`src/rtl/irq_accept_pkg.sv`:
```
package irq_accept_pkg;

    typedef enum logic [2:0] {
        SRC_MASKABLE   = 3'd0,
        SRC_FORCED     = 3'd1,
        SRC_SOFT       = 3'd2,
        SRC_ADDR_MATCH = 3'd3,
        SRC_DEBUG      = 3'd4,
        SRC_STEP       = 3'd5
    } src_class_e;

    typedef enum logic [1:0] {
        ST_IDLE        = 2'd0,
        ST_WAIT_RETIRE = 2'd1,
        ST_SEQUENCE    = 2'd2
    } seq_state_e;

    localparam logic [2:0] LAST_LEGAL_CLASS = 3'd5;

    function automatic logic class_is_legal(input logic [2:0] cls);
        return cls <= LAST_LEGAL_CLASS;
    endfunction

endpackage

```
`src/rtl/irq_seq_len.sv`:
```
// Interrupt-sequence length from bus width, alignment and source class.
module irq_seq_len
    import irq_accept_pkg::*;
#(
    parameter int LEN_W      = 5,
    parameter int BASE_CYC   = 18,
    parameter int NARROW_CYC = 20
) (
    input  logic             bus_narrow,
    input  logic             sp_odd,
    input  logic             vec_odd,
    input  logic [2:0]       src_class,
    output logic [LEN_W-1:0] seq_len
);
    logic [LEN_W-1:0] base_len;
    logic [LEN_W-1:0] extra_len;

    always_comb begin
        if (bus_narrow) begin
            base_len = LEN_W'(NARROW_CYC);
        end else begin
            base_len = LEN_W'(BASE_CYC) + LEN_W'(sp_odd) + LEN_W'(vec_odd);
        end
    end

    always_comb begin
        case (src_class)
            SRC_DEBUG:                 extra_len = LEN_W'(2);
            SRC_ADDR_MATCH, SRC_STEP:  extra_len = LEN_W'(1);
            default:                   extra_len = '0;
        endcase
    end

    assign seq_len = base_len + extra_len;

endmodule

```
`src/rtl/irq_ipl_next.sv`:
```
// Priority level applied when a sequence completes.
module irq_ipl_next
    import irq_accept_pkg::*;
#(
    parameter int IPL_W = 3
) (
    input  logic [2:0]       src_class,
    input  logic [IPL_W-1:0] req_level,
    input  logic [IPL_W-1:0] cur_ipl,
    output logic [IPL_W-1:0] next_ipl
);
    always_comb begin
        case (src_class)
            SRC_MASKABLE: next_ipl = req_level;
            SRC_FORCED:   next_ipl = '1;
            default:      next_ipl = cur_ipl;
        endcase
    end
endmodule

```
`src/rtl/irq_accept_seq.sv`:
```
module irq_accept_seq
    import irq_accept_pkg::*;
#(
    parameter int IPL_W      = 3,
    parameter int CNT_W      = 8,
    parameter int BASE_CYC   = 18,
    parameter int NARROW_CYC = 20
) (
    input  logic             clk,
    input  logic             rst_n,
    input  logic             req_valid,
    input  logic [2:0]       req_class,
    input  logic [IPL_W-1:0] req_level,
    input  logic             insn_done,
    input  logic             sp_odd,
    input  logic             vec_odd,
    input  logic             bus_narrow,
    output logic             busy,
    output logic             seq_done,
    output logic [IPL_W-1:0] ipl,
    output logic [CNT_W-1:0] resp_cycles
);
    localparam int LEN_W = $clog2(NARROW_CYC + 3);

    seq_state_e       state_q, state_d;
    logic [2:0]       cls_q;
    logic [IPL_W-1:0] lvl_q;
    logic [IPL_W-1:0] ipl_q;
    logic [IPL_W-1:0] ipl_nxt;
    logic [LEN_W-1:0] len_d, len_q;
    logic [LEN_W-1:0] step_q;
    logic [CNT_W-1:0] cnt_q;
    logic [CNT_W-1:0] resp_q;
    logic             done_q;
    logic             accept;
    logic             last_step;

    irq_seq_len #(
        .LEN_W     (LEN_W),
        .BASE_CYC  (BASE_CYC),
        .NARROW_CYC(NARROW_CYC)
    ) len_i (
        .bus_narrow(bus_narrow),
        .sp_odd    (sp_odd),
        .vec_odd   (vec_odd),
        .src_class (req_class),
        .seq_len   (len_d)
    );

    irq_ipl_next #(.IPL_W(IPL_W)) ipl_i (
        .src_class(cls_q),
        .req_level(lvl_q),
        .cur_ipl  (ipl_q),
        .next_ipl (ipl_nxt)
    );

    assign accept    = (state_q == ST_IDLE) && req_valid && class_is_legal(req_class);
    assign last_step = (state_q == ST_SEQUENCE) && (step_q == len_q - LEN_W'(1));

    // Next-state logic
    always_comb begin
        state_d = state_q;
        unique case (state_q)
            ST_IDLE: begin
                if (accept) begin
                    state_d = insn_done ? ST_SEQUENCE : ST_WAIT_RETIRE;
                end
            end
            ST_WAIT_RETIRE: begin
                if (insn_done) begin
                    state_d = ST_SEQUENCE;
                end
            end
            ST_SEQUENCE: begin
                if (last_step) begin
                    state_d = ST_IDLE;
                end
            end
            default: state_d = ST_IDLE;
        endcase
    end

    // State register
    always_ff @(posedge clk or negedge rst_n) begin
        if (!rst_n) begin
            state_q <= ST_IDLE;
        end else begin
            state_q <= state_d;
        end
    end

    // Captured request, counters and outputs
    always_ff @(posedge clk or negedge rst_n) begin
        if (!rst_n) begin
            cls_q  <= '0;
            lvl_q  <= '0;
            len_q  <= '0;
            step_q <= '0;
            cnt_q  <= '0;
            resp_q <= '0;
            ipl_q  <= '0;
            done_q <= 1'b0;
        end else begin
            done_q <= last_step;
            if (accept) begin
                cls_q  <= req_class;
                lvl_q  <= req_level;
                len_q  <= len_d;
                step_q <= '0;
                cnt_q  <= CNT_W'(1);
            end else if (state_q != ST_IDLE) begin
                cnt_q <= cnt_q + CNT_W'(1);
            end
            if (state_q == ST_SEQUENCE) begin
                step_q <= step_q + LEN_W'(1);
            end
            if (last_step) begin
                ipl_q  <= ipl_nxt;
                resp_q <= cnt_q + CNT_W'(1);
            end
        end
    end

    assign busy        = (state_q != ST_IDLE);
    assign seq_done    = done_q;
    assign ipl         = ipl_q;
    assign resp_cycles = resp_q;

endmodule

```
`config.mk`:
```
export PLATFORM = sky130hd
export DESIGN_NAME = irq_accept_seq
export DESIGN_NICKNAME = d
export VERILOG_FILES = /design/src/rtl/irq_accept_pkg.sv /design/src/rtl/irq_seq_len.sv /design/src/rtl/irq_ipl_next.sv /design/src/rtl/irq_accept_seq.sv
export SDC_FILE = /design/constraint.sdc
export NUM_CORES = 1
export LEC_CHECK = 0
export BUFFER_PORTS_ARGS = -buffer_cell sky130_fd_sc_hd__buf_4
export CORE_MARGIN = 3
export CORE_UTILIZATION = 30
export DETAILED_ROUTE_END_ITERATION = 8
export HOLD_SLACK_MARGIN = 0.05
export SYNTH_ARGS = -nofsm -noshare
export SYNTH_HDL_FRONTEND = slang
export SYNTH_SLANG_ARGS = --single-unit
```
`constraint.sdc`:
```
create_clock -name clk -period 3 [get_ports clk]
set_input_delay 0.3 -clock clk [delete_from_list [all_inputs] [get_ports clk]]
set_output_delay 0.3 -clock clk [all_outputs]
set_load 0.05 [all_outputs]
```
# --- Yosys cells after proc, flatten, opt, wreduce, memory -nomap -nowiden ---
# Cells that the tools add are included.
# Widths: inputs -> output; s select.
totals:
  register_bits: 38
  input_bits: 13
  output_inout_bits: 13
  elab_cells: 50
classes:
  add_sub_neg: 6
  n_lt_le_gt_ge: 1
  eq_ne: 10
  muxes: 12
  n_reduce_logical: 12
ops:
  columns: ["cell", "n"]
  rows:
  - ["$mux 8", 2]
  - ["$mux 5", 3]
  - ["$add 8x1->8 const B", 1]
  - ["$mux 2", 4]
  - ["$reduce_bool 2->1", 4]
  - ["$eq 3x3->1 const B", 2]
  - ["$ne 2x2->1 const B", 3]
  - ["$pmux 2 s3", 1]
  - ["$pmux 3 s2", 1]
  - ["$add 5x1->5", 1]
  - ["$add 5x1->5 const A", 1]
  - ["$add 5x1->5 const B", 1]
  - ["$add 5x2->5", 1]
  - ["$eq 5x5->1", 1]
  - ["$sub 5x1->5 const B", 1]
  - ["$pmux 2 s2", 1]
  - ["$eq 3x1->1 const B", 1]
  - ["$eq 3x2->1 const B", 1]
  - ["$le 3x3->1 const B", 1]
  - ["$logic_and 1x1->1", 3]
  - ["$logic_not 3->1", 1]
  - ["$reduce_and 3->1", 1]
  - ["$eq 2x1->1 const B", 1]
  - ["$eq 2x2->1 const B", 1]
  - ["other kinds (3)", 3]

# --- Longest topological paths before layout ---
logic_depth:
  depth_word: 5
  mapped_depth: 8
  depth_no_buf: 7

# --- Hierarchy ---
# From an unflattened synthesis, not the netlist that was laid out.
hier_totals:
  cells_unflattened: 166
  area_unflattened_um2: 1966.9
by_module_without_submodules:
  columns: ["mod", "n_inst", "cells_per_inst", "area_per_inst_um2", "seq_area_each_um2"]
  rows:
  - ["irq_accept_seq", 1, 142, 1798.0, 950.9]
  - ["irq_seq_len", 1, 14, 121.4, 0.0]
  - ["irq_ipl_next", 1, 10, 47.5, 0.0]

# --- Least setup slack after synthesis ---
# Ideal clock, no wire load.
synth_timing:
  path_kind: "reg-to-reg"
  start: "reg len_q[0]"
  end: "reg resp_q[1] (netlist: resp_cycles[1])"
  setup_time_ps: 125
  arrival_ps: 2127
  required_ps: 2875
  setup_slack_ps: 748
  stages_incl_launch_ff: 9
  n_path_buf: 1
  synth_period_minus_slack_ps: 2252
  cell_sequence: "dfrtp_1 inv_1 ha_1 nor2b_1 or3_1 a311oi_4 and2_1 buf_6 mux2_4"
synth_between:
  elab_chain_len: 3
synth_lines:
  columns: ["element", "line", "source"]
  rows:
  - ["from (decl)", "irq_accept_seq.sv:30", "logic [LEN_W-1:0] len_d, len_q;"]
  - ["from (signal assigned)", "irq_accept_seq.sv:108", "len_q <= len_d;"]
  - ["$sub 5x1->5", "irq_accept_seq.sv:58", "assign last_step = (state_q == ST_SEQUENCE) && (step_q == len_q - LEN_W'(1));"]
  - ["$eq 5x5->1", "irq_accept_seq.sv:58", null]
  - ["$logic_and 1x1->1", "irq_accept_seq.sv:58", null]
  - ["named net last_step", "irq_accept_seq.sv:36", "logic last_step;"]
  - ["to (signal assigned)", "irq_accept_seq.sv:119", "resp_q <= cnt_q + CNT_W'(1);"]
  - ["to (decl)", "irq_accept_seq.sv:33", "logic [CNT_W-1:0] resp_q;"]
# The timed path passes the listed nets, and every way through them passes these cells.
# A chain may end at the register's enable or synchronous reset.

# --- Final worst setup path ---
layout_timing:
  start: "reg len_q[0]"
  end: "reg resp_q[1] (netlist: resp_cycles[1])"
layout_between:
  elab_chain_len: 3
layout_lines:
  columns: ["element", "line"]
  rows:
  - ["$sub 5x1->5", "irq_accept_seq.sv:58"]
  - ["$eq 5x5->1", "irq_accept_seq.sv:58"]
  - ["$logic_and 1x1->1", "irq_accept_seq.sv:58"]
# No other way between the ends.

==> run metrics <==
status complete, no violations; H-tree depth 2; Fin. Hold Viols 0; max-cap viol count 0; WL final 3790 um; CTS Sinks 38; CTS Buf Count 5; RSZ-0062 raised after global routing false; post-synthesis sequential area ratio 49.5%; relative slew slack 59.1%; Via Count 1407; die area 7390 um2; largest net degree at the start of global routing 39; Initial DRC Count 50; Core Footprint 6060 um2; GRT Util Overall 10.9%; Antenna Cells 0; Setup-failing EPs final 0; Post-synth EDFFs 0; row count 28; filler instances 611; Non-Filler Instances 295; clock network fraction of design power 16.3%; Detailed Routing Iterations Pass 1 4; Area Growth Syn to Fin 19.5%; P_int 1.27 mW; GP Congestion 0.707; Seq pwr share 38.7%; Wirelength per Cell 12.8 um; TritonCTS clock tree yes; final-stage net count 240; Static Leakage 1.06 nW; IO Count 26; mean number of vias per cell 4.77; worst-path maximum fanout 9; Unique masters post-synth 37; skew final 0.00397 ns; DP Cell Count 286; CTS Root Cell clkbuf_8; Worst EP arrival 2.51 ns; Async SR Flop Fraction 100%; CTS hold repair buffers 1; first-pass GRT wire length 6440 um; post_cts resized 0; fin. max-slew vios 0; synthesis-stage register bit count 38; worst slew pin tran 0.612 ns; sw frac 43.2%; Placement Cell Area 2190 um2; mean area per synthesized cell 10.2 um2; Worst Hold Class in -> reg; DP Wirelength 2780 um; Warnings, synthesis 0; clock buffer depth 2; crit path launch type flip-flop; Data required, critical path 3.18 ns; CTS clk-pin slew, worst paths 0.07 ns; switching power total 967 uW; vias in the first global route 1384; Post-Syn Instances 189; post-CTS setup buffers 0; die height 86.0 um; combinational group share of total power 45.0%; Netlist Area Pre-Place 1920 um2; Initial Util 31.7%; Max Freq 428 MHz; DRC Markers 0; final instance area 2290 um2; Top FF cell, synth dfrtp_1; Crit. End Element flip-flop; IO Port Bufs 25; total grt overflow 0; VDD IR-drop max 0.469 mV; power per cell area 976 nW/um2; fin crit share 77.9%; initial antenna violation count 0; crit path kind reg -> reg; setup tns final 0 ns; share of cells above drive strength 1 20.0%; min Tclk post-route 2.34 ns; Die Wd 86.0 um; Worst-Skew Late Latency 0.29 ns; syn nets 210; antenna viol nets, final 0
## cell families (layout without fill, tap and decap cells)
kind of cell,count (synthesis),after routing,synth area share [%]
flip-flops,38,38,49.5
XOR/XNOR,16,16,7.30
AO/OA/AOI/OAI,40,40,12.4
multiplexers,11,11,6.52
adder cells (fa/ha/maj),8,8,5.61
AND/OR/NAND/NOR,62,62,15.4
buffers and inverters,14,45,3.19
## path summary, 6_finish.rpt
kind | to | slack, ns | start | depth (start not counted)
min in group asynchronous | cnt_q[6] | 0.51 | rst_n | 2
setup reg to reg | resp_cycles[1] | 0.66 | len_q[0] | 7
setup / recovery | resp_cycles[1] | 0.66 | len_q[0] | 7
hold / removal | state_q[0] | 0.17 | insn_done | 2
hold reg to reg | len_q[4] | 0.49 | len_q[4] | 1
max in group asynchronous | resp_cycles[7] | 2.15 | rst_n | 2
## synthesized netlist by cell type, drive strengths merged, types with 2 or more instances
cell type | count | area (um2)
a21oi | 12 | 60.1
and2 | 2 | 12.5
and3 | 4 | 25.0
buf | 3 | 20.0
clkbuf | 3 | 11.3
dfrtp | 38 | 951
ha | 7 | 87.6
inv | 7 | 26.3
mux2 | 6 | 75.1
mux2i | 5 | 50.1
nand2 | 17 | 63.8
nand2b | 2 | 12.5
nand3 | 4 | 20.0
nor2 | 20 | 75.1
nor2b | 4 | 25.0
nor3 | 3 | 15.0
o21ai | 19 | 95.1
o22ai | 3 | 18.8
xnor2 | 11 | 96.3
xor2 | 5 | 43.8
## state kept, by name, summed over array words and instances, names as in the netlist, 2 cells and up
signal,flops
step_q,5
lvl_q,3
cls_q,3
state_q,2
resp_cycles,8
ipl,3
cnt_q,8
len_q,5
## power by group through the flow
stage / Combinational, mW / Sequential, mW / Clock, mW
2_1_floorplan: 0.567 / 1.03 / 0
3_3_place_gp: 0.998 / 0.873 / 0
3_5_place_dp: 1.01 / 0.876 / 0
4_1_cts: 1.02 / 0.868 / 0.379
5_1_grt: 1.11 / 0.897 / 0.398
6_report: 1.01 / 0.867 / 0.365
## metrics by stage
stage	util [%]	hold slack, ns	setup slack [ns]	total power [mW]
floorplan	-	0.00441	0.748	1.60
global placement	36.2	0.301	0.705	1.87
detailed placement	36.2	0.299	0.662	1.89
CTS	37.8	0.157	0.649	2.26
global route	37.8	0.156	0.554	2.41
finish	37.8	0.167	0.664	2.24
## routing by layer
metal,track usage [%],part of all wire [%]
met5,0,0
met4,4.32,1.1
met3,2.88,4.1
met2,17.1,47
met1,14.3,48
## cells in the final DEF (no fill, tap or decap), types with 4 or more instances in the layout
cell	n
clkbuf_8	6
mux2i_1	5
xnor2_1	11
dfrtp_1	38
a21oi_1	12
nand3_1	4
nor2b_1	4
nor2_1	20
inv_1	7
nand2_1	17
xor2_1	5
ha_1	7
buf_4	28
o21ai_0	19
mux2_2	4
and3_1	4
## final cells by class
type                            instances  area, um2  area share [%]
Multi-Input combinational cell        137        907            39.6
Clock inverter                          1       5.00           0.218
Inverter                                8       30.0            1.31
Tap cell                               75       93.8            4.09
Clock buffer                            7       86.3            3.76
Sequential cell                        38        951            41.5
Timing Repair Buffer                   29        220            9.60
## critical path, cell delays in order, from the launching register on
cell,delay (ns)
dfrtp_1,0.38
inv_1,0.06
ha_1,0.23
nor2b_1,0.13
or3_1,0.38
a311oi_4,0.30
and2_1,0.40
mux2_4,0.34
Note: power is estimated with default switching activity, not from simulation.
